`src/rtl/tmr_pkg.sv`:
```
package tmr_pkg;
   localparam int REG_CTRL = 0;
   localparam int REG_CNTH = 1;
   localparam int REG_CNTL = 2;
   localparam int REG_MODH = 3;
   localparam int REG_MODL = 4;

   localparam int FLAG_BIT = 7;
   localparam int IE_BIT   = 6;
   localparam int MODE_BIT = 5;
endpackage

```
`src/rtl/tmr_count_core.sv`:
```
module tmr_count_core #(
   parameter int  CNT_W     = 16,
   parameter bit  CENTER_EN = 1'b1
) (
   input  logic             clk,
   input  logic             rst_n,
   input  logic             clr,
   input  logic             step,
   input  logic             center,
   input  logic [CNT_W-1:0] mod_val,
   output logic [CNT_W-1:0] count,
   output logic             wrap_evt
);
   localparam logic [CNT_W-1:0] ONE = CNT_W'(1);

   logic             center_eff;
   logic             dn;
   logic             dn_nxt;
   logic [CNT_W-1:0] top;
   logic [CNT_W-1:0] cnt_nxt;

   generate
      if (CENTER_EN) begin : g_center
         assign center_eff = center;
      end else begin : g_edge_only
         assign center_eff = 1'b0;
      end
   endgenerate

   assign top = (mod_val == '0) ? '1 : mod_val;

   always_comb begin
      cnt_nxt  = count;
      dn_nxt   = dn;
      wrap_evt = 1'b0;
      if (clr) begin
         cnt_nxt = '0;
         dn_nxt  = 1'b0;
      end else if (step) begin
         if (!center_eff) begin
            dn_nxt = 1'b0;
            if (count == top) begin
               cnt_nxt  = '0;
               wrap_evt = 1'b1;
            end else begin
               cnt_nxt = count + ONE;
            end
         end else if (!dn) begin
            if (count >= top) begin
               dn_nxt  = 1'b1;
               cnt_nxt = count - ONE;
            end else begin
               cnt_nxt = count + ONE;
            end
         end else begin
            if (count == '0) begin
               dn_nxt   = 1'b0;
               cnt_nxt  = ONE;
               wrap_evt = 1'b1;
            end else begin
               cnt_nxt = count - ONE;
            end
         end
      end
   end

   always_ff @(posedge clk) begin
      if (!rst_n) begin
         count <= '0;
         dn    <= 1'b0;
      end else begin
         count <= cnt_nxt;
         dn    <= dn_nxt;
      end
   end

   AST_CLEAR_ON_WRITE: assert property (@(posedge clk) disable iff (!rst_n)
      clr |=> (count == '0));
   AST_STEP_ONE: assert property (@(posedge clk) disable iff (!rst_n)
      (step && !clr && !dn && (count < top)) |=> (count == $past(count) + ONE));
   AST_HOLD_IDLE: assert property (@(posedge clk) disable iff (!rst_n)
      (!step && !clr) |=> $stable(count));
   AST_EDGE_WRAP: assert property (@(posedge clk) disable iff (!rst_n)
      (step && !clr && !center_eff && (count == top)) |=> (count == '0));
endmodule

```
`src/rtl/tmr_mod_stage.sv`:
```
module tmr_mod_stage #(
   parameter int BUS_W = 8,
   parameter int CNT_W = 16
) (
   input  logic             clk,
   input  logic             rst_n,
   input  logic             wr_hi,
   input  logic             wr_lo,
   input  logic [BUS_W-1:0] wdata,
   output logic [CNT_W-1:0] mod_val,
   output logic             busy
);
   localparam int HI_W = CNT_W - BUS_W;

   logic             got_hi;
   logic             got_lo;
   logic [HI_W-1:0]  hold_hi;
   logic [BUS_W-1:0] hold_lo;

   assign busy = got_hi | got_lo;

   always_ff @(posedge clk) begin
      if (!rst_n) begin
         got_hi  <= 1'b0;
         got_lo  <= 1'b0;
         hold_hi <= '0;
         hold_lo <= '0;
         mod_val <= '0;
      end else if (wr_hi) begin
         if (got_lo) begin
            mod_val <= {wdata[HI_W-1:0], hold_lo};
            got_lo  <= 1'b0;
            got_hi  <= 1'b0;
         end else begin
            hold_hi <= wdata[HI_W-1:0];
            got_hi  <= 1'b1;
         end
      end else if (wr_lo) begin
         if (got_hi) begin
            mod_val <= {hold_hi, wdata};
            got_hi  <= 1'b0;
            got_lo  <= 1'b0;
         end else begin
            hold_lo <= wdata;
            got_lo  <= 1'b1;
         end
      end
   end

   AST_MOD_HOLD: assert property (@(posedge clk) disable iff (!rst_n)
      (!wr_hi && !wr_lo) |=> $stable(mod_val));
   AST_MOD_PAIR: assert property (@(posedge clk) disable iff (!rst_n)
      (!busy) |=> $stable(mod_val));
endmodule

```
`src/rtl/tmr_rd_hold.sv`:
```
module tmr_rd_hold #(
   parameter int BUS_W = 8
) (
   input  logic             clk,
   input  logic             rst_n,
   input  logic             halt,
   input  logic             rd_hi,
   input  logic             rd_lo,
   input  logic             cnt_wr,
   input  logic [BUS_W-1:0] live_lo,
   output logic [BUS_W-1:0] lo_out
);
   logic             held;
   logic [BUS_W-1:0] hold_q;

   assign lo_out = held ? hold_q : live_lo;

   always_ff @(posedge clk) begin
      if (!rst_n) begin
         held   <= 1'b0;
         hold_q <= '0;
      end else if (cnt_wr) begin
         held <= 1'b0;
      end else if (!halt) begin
         if (rd_hi) begin
            held   <= 1'b1;
            hold_q <= live_lo;
         end else if (rd_lo) begin
            held <= 1'b0;
         end
      end
   end

   AST_LATCH_FROZEN: assert property (@(posedge clk) disable iff (!rst_n)
      (halt && !cnt_wr) |=> ($stable(held) && $stable(hold_q)));
   AST_LATCH_RELEASE: assert property (@(posedge clk) disable iff (!rst_n)
      (cnt_wr || (rd_lo && !rd_hi && !halt)) |=> !held);
endmodule

```
`src/rtl/modtmr_top.sv`:
```
module modtmr_top
   import tmr_pkg::*;
#(
   parameter int BUS_W     = 8,
   parameter int CNT_W     = 16,
   parameter int ADDR_W    = 3,
   parameter bit CENTER_EN = 1'b1
) (
   input  logic              clk,
   input  logic              rst_n,
   input  logic              halt,
   input  logic              cnt_en,
   input  logic [ADDR_W-1:0] bus_addr,
   input  logic              bus_wr,
   input  logic              bus_rd,
   input  logic [BUS_W-1:0]  bus_wdata,
   output logic [BUS_W-1:0]  bus_rdata,
   output logic              irq
);
   generate
      if (CNT_W != 2 * BUS_W) begin : g_bad_width
         $error("counter width must be twice the bus width");
      end
      if (BUS_W < 8) begin : g_bad_bus
         $error("bus must be at least 8 bits for the control byte");
      end
      if (ADDR_W < 3) begin : g_bad_addr
         $error("address must be at least 3 bits");
      end
   endgenerate

   logic wr_ctrl, wr_cnth, wr_cntl, wr_modh, wr_modl;
   logic rd_ctrl, rd_cnth, rd_cntl;
   logic cnt_wr, step;
   logic ie_q, mode_q, flag_q, arm_q;
   logic wrap_evt, mod_busy;
   logic [CNT_W-1:0] count;
   logic [CNT_W-1:0] mod_val;
   logic [BUS_W-1:0] lo_rd;

   assign wr_ctrl = bus_wr && (bus_addr == ADDR_W'(REG_CTRL));
   assign wr_cnth = bus_wr && (bus_addr == ADDR_W'(REG_CNTH));
   assign wr_cntl = bus_wr && (bus_addr == ADDR_W'(REG_CNTL));
   assign wr_modh = bus_wr && (bus_addr == ADDR_W'(REG_MODH));
   assign wr_modl = bus_wr && (bus_addr == ADDR_W'(REG_MODL));
   assign rd_ctrl = bus_rd && (bus_addr == ADDR_W'(REG_CTRL));
   assign rd_cnth = bus_rd && (bus_addr == ADDR_W'(REG_CNTH));
   assign rd_cntl = bus_rd && (bus_addr == ADDR_W'(REG_CNTL));
   assign cnt_wr  = wr_cnth | wr_cntl;
   assign step    = cnt_en & ~halt;

   tmr_count_core #(.CNT_W(CNT_W), .CENTER_EN(CENTER_EN)) u_core (
      .clk(clk), .rst_n(rst_n), .clr(cnt_wr), .step(step), .center(mode_q),
      .mod_val(mod_val), .count(count), .wrap_evt(wrap_evt)
   );

   tmr_mod_stage #(.BUS_W(BUS_W), .CNT_W(CNT_W)) u_mod (
      .clk(clk), .rst_n(rst_n), .wr_hi(wr_modh), .wr_lo(wr_modl),
      .wdata(bus_wdata), .mod_val(mod_val), .busy(mod_busy)
   );

   tmr_rd_hold #(.BUS_W(BUS_W)) u_hold (
      .clk(clk), .rst_n(rst_n), .halt(halt), .rd_hi(rd_cnth), .rd_lo(rd_cntl),
      .cnt_wr(cnt_wr), .live_lo(count[BUS_W-1:0]), .lo_out(lo_rd)
   );

   always_ff @(posedge clk) begin
      if (!rst_n) begin
         ie_q   <= 1'b0;
         mode_q <= 1'b0;
         flag_q <= 1'b0;
         arm_q  <= 1'b0;
      end else begin
         if (wr_ctrl) begin
            ie_q   <= bus_wdata[IE_BIT];
            mode_q <= bus_wdata[MODE_BIT];
            arm_q  <= 1'b0;
         end else if (rd_ctrl && flag_q) begin
            arm_q <= 1'b1;
         end
         if (wrap_evt && !mod_busy) begin
            flag_q <= 1'b1;
         end else if (wr_ctrl && arm_q && !bus_wdata[FLAG_BIT]) begin
            flag_q <= 1'b0;
         end
      end
   end

   always_comb begin
      bus_rdata = '0;
      if (bus_addr == ADDR_W'(REG_CTRL)) begin
         bus_rdata[FLAG_BIT] = flag_q;
         bus_rdata[IE_BIT]   = ie_q;
         bus_rdata[MODE_BIT] = mode_q;
      end else if (bus_addr == ADDR_W'(REG_CNTH)) begin
         bus_rdata = count[CNT_W-1:BUS_W];
      end else if (bus_addr == ADDR_W'(REG_CNTL)) begin
         bus_rdata = lo_rd;
      end else if (bus_addr == ADDR_W'(REG_MODH)) begin
         bus_rdata = mod_val[CNT_W-1:BUS_W];
      end else if (bus_addr == ADDR_W'(REG_MODL)) begin
         bus_rdata = mod_val[BUS_W-1:0];
      end
   end

   assign irq = flag_q & ie_q;

   AST_NO_FLAG_WHILE_PENDING: assert property (@(posedge clk) disable iff (!rst_n)
      (mod_busy && !flag_q) |=> !flag_q);
   AST_FLAG_CLEAR_NEEDS_WRITE: assert property (@(posedge clk) disable iff (!rst_n)
      (flag_q && !wr_ctrl) |=> flag_q);
   AST_FLAG_CLEAR_NEEDS_ARM: assert property (@(posedge clk) disable iff (!rst_n)
      (flag_q && !arm_q) |=> flag_q);
   AST_IRQ_QUIET: assert property (@(posedge clk) disable iff (!rst_n)
      (!ie_q && !wr_ctrl) |=> !irq);
endmodule

```
`config.mk`:
```
export PLATFORM = sky130hd
export DESIGN_NAME = modtmr_top
export DESIGN_NICKNAME = d
export VERILOG_FILES = /design/src/rtl/tmr_pkg.sv /design/src/rtl/tmr_count_core.sv /design/src/rtl/tmr_mod_stage.sv /design/src/rtl/tmr_rd_hold.sv /design/src/rtl/modtmr_top.sv
export SDC_FILE = /design/constraint.sdc
export NUM_CORES = 1
export LEC_CHECK = 0
export CAP_MARGIN = 20
export CORE_MARGIN = 2
export CORE_UTILIZATION = 30
export CTS_BUF_LIST = sky130_fd_sc_hd__clkbuf_2 sky130_fd_sc_hd__clkbuf_4 sky130_fd_sc_hd__clkbuf_8
export DETAILED_ROUTE_END_ITERATION = 8
export PLACE_DENSITY_LB_ADDON = 0.3
export SETUP_SLACK_MARGIN = 0.5
export SLEW_MARGIN = 20
export SYNTH_ARGS = -nofsm -noshare
export SYNTH_HDL_FRONTEND = slang
export SYNTH_SLANG_ARGS = --single-unit
```
`constraint.sdc`:
```
create_clock -name clk -period 5.5 [get_ports clk]
set_input_delay 1.375 -clock clk [delete_from_list [all_inputs] [get_ports clk]]
set_output_delay 1.375 -clock clk [all_outputs]
set_load 0.005 [all_outputs]
```
==> metrics.md <==
| Metric | Value |
|---|---|
| Synthesis-stage register bit count | `64` |
| Final ANT Viol Nets | `0` |
| Startpoint types | `primary input` |
| First-pass GRT wire length | `20800 µm` |
| Max Clock Freq | `0.214 GHz` |
| Final TNS setup | `0 ns` |
| Post-CTS setup buffer count | `0` |
| Total number of placement rows | `43` |
| Die width | `124 µm` |
| Fraction of the yosys area taken by sequential cells | `29.8%` |
| CTS Hold Buffers Added | `0` |
| Period minus WS final | `4.66 ns` |
| Slew HR | `46.3%` |
| Fillcell total | `1479` |
| FF-to-FF setup slack | `1.70 ns` |
| Core ar. | `13900 µm²` |
| Antenna violations before repair | `0` |
| Post-synth EDFFs | `0` |
| Total Power | `1070 µW` |
| # port buffers | `25` |
| FF+latch area | `1280 µm²` |
| Share of layout cells above drive strength 1 | `8.61%` |
| Count leader, synth | `nand2_1` |
| Top fanout value on the critical path | `10` |
| Syn Area/Cell | `8.04 µm²` |
| P_int | `788 µW` |
| Total GRT Usage | `17.5%` |
| Total Nets Final | `577` |
| Final Hold Violating Endpoints | `0` |
| Outcome | `finished, final reports clean` |
| DRT iter0 DRCs | `403` |
| Multi-input gate area | `2790 µm²` |
| Net Switching | `282 µW` |
| Combinational share of power | `11.7%` |
| Via Count | `4094` |
| CTS root buf | `clkbuf_8` |
| Pin count of the biggest net entering global routing | `49` |
| # IOs | `26` |
| Drt total wl | `12600 µm` |
| Part of the power in registers | `44.7%` |
| Antenna Cells | `0` |
| CTS Buf Count | `9` |
| Post-Syn Area | `4300 µm²` |
| Peak VDD IR | `0.128 mV` |
| Drt drc | `0` |
| Clock skew | `0.00940 ns` |
| CTS resizes | `0` |
| Lkg Pwr | `0.00208 µW` |
| Sw frac | `26.4%` |
| Async S/R FF share, synth | `0%` |
| Slew Limit Fails | `0` |
| Clock-pin slew on the worst setup and hold paths | `0.08 ns` |
| Router iterations before antenna repair | `5` |
| Worst hold stages | `2` |
| Die H | `124 µm` |
| Die area | `15300 µm²` |
| Synth Instances | `535` |
| CTS tree | `yes` |
| CP Capture Type | `primary output` |
| Bufs on Longest Clock Path | `2` |
| Total grt overflow | `0` |
| Number of global-route vias before repair | `3991` |
| Routability congestion estimate from global placement | `0.854` |
| Cell accounting for the most synthesized area | `dfxtp_1` |
| Mapped Nets | `571` |
| Top post-synthesis cells by area | `dfxtp_1, mux2i_1, nand2_1` |
| Post-synth top cells | `nand2_1, dfxtp_1, nor2_1, mux2i_1, o21ai_0` |
| Pwr/cell area | `219 nW/µm²` |
| Critical Path AT | `3.29 ns` |
| Synth Flop Type | `dfxtp_1` |
| RSZ-0062 raised after global routing | `no` |
| Initial core utilization | `30.9%` |
| Hold crit path type | `reg2reg` |
| Via density | `5.64` |
| Wire length per cell | `17.3 µm` |
| Area share of the largest cell type after synthesis | `29.8%` |
| Max-Cap Viols | `0` |
| CTS Sinks | `64` |
| Crit share post-route | `84.8%` |
| P&R area growth vs syn | `13.3%` |
| H-tree levels | `3` |
| Yosys cell types | `73` |
| Required @ worst endpoint | `4.12 ns` |
| Setup violators final | `0` |
| Syn. warnings | `0` |
| Clk network pwr share | `43.6%` |
| R2R depth | `12` |
| Worst-Margin Slew | `0.804 ns` |
| Worst-Skew Late Latency | `0.35 ns` |
| Kind of critical path | `in2out` |
| HPWL after DPL | `9120 µm` |
logic make-up (layout without fill, tap and decap cells):
logic type                 Yosys count  count (layout)  share of synthesized area, %
muxes                               38              38                          8.90
buffers and inverters               48              59                          5.53
xor gates and xnor gates             8               8                          1.63
AOI/OAI and AO/OA                  146             146                          24.3
and+or+nand+nor                    212             212                          24.3
DFF                                 64              64                          29.8
adders and majority gates           19              19                          5.53
cells in the final DEF (no fill, tap or decap), drive strengths merged, types with 17 or more instances in the layout:
cell / count
o21ai: 36
nor2: 52
clkdlybuf4s50: 25
mux2i: 36
ha: 19
nand2: 68
nand3: 17
dfxtp: 64
a21oi: 22
power by group through the flow:
stage,Clock [µW],Combinational (µW),Sequential [µW]
finish,466,125,478
global route,500,140,479
CTS,480,124,478
detailed placement,0,124,489
global placement,0,119,489
floorplan,0,85.2,484
per-stage QoR:
stage | std cells | setup slack (ns) | area (µm²) | util, % | hold slack (ns)
after floorplan | 535 | 1.72 | 4300 | - | 0.443
after global placement | 710 | 0.882 | 4640 | 33.3 | 0.453
after detailed placement | 710 | 0.865 | 4640 | 33.3 | 0.457
after CTS | 726 | 0.857 | 4870 | 35.0 | 0.468
after global routing | 726 | 0.716 | 4870 | 35.0 | 0.497
final | 726 | 0.835 | 4870 | 35.0 | 0.465
final cells by class:
class	instances	area share, %
clock inverter	6	1.90
sequential	64	26.3
clock buffer	10	2.82
tap	180	4.62
timing repair buffer	34	6.52
inverter	9	0.693
multi-input combinational	423	57.2
registers in the layout (all words and copies together) (netlist names), 8 cells and up:
| register | flops |
|---|---|
| u_hold.hold_q | 8 |
| u_mod.hold_lo | 8 |
| u_mod.hold_hi | 8 |
| u_mod.mod_val | 16 |
| u_core.count | 16 |
critical path, stage by stage:
cell             delay, ns
clkdlybuf4s50_1       0.57
nor2_1                0.47
a22oi_1               0.18
o21ai_0               0.17
clkdlybuf4s50_1       0.52
per-layer routing:
metal	track usage [%]	part of all wire, %	vias to the layer above
met2	27.5	46	122
met4	6.18	2.1	0
met5	0	0	-
met1	23.5	46	1977
li1	-	-	1977
met3	3.94	5.5	18
path summary, 6_finish.rpt:
kind,from,end
setup / recovery,bus_addr[1],bus_rdata[0]
hold reg to reg,u_mod.hold_lo[6]$_SDFFE_PN0P_,u_mod.hold_lo[6]$_SDFFE_PN0P_
hold / removal,u_mod.hold_lo[6]$_SDFFE_PN0P_,u_mod.hold_lo[6]$_SDFFE_PN0P_
setup reg to reg,u_mod.mod_val[3]$_SDFFE_PN0P_,u_core.count[13]$_SDFFE_PP0P_
Power figures use the tool's default switching activity.
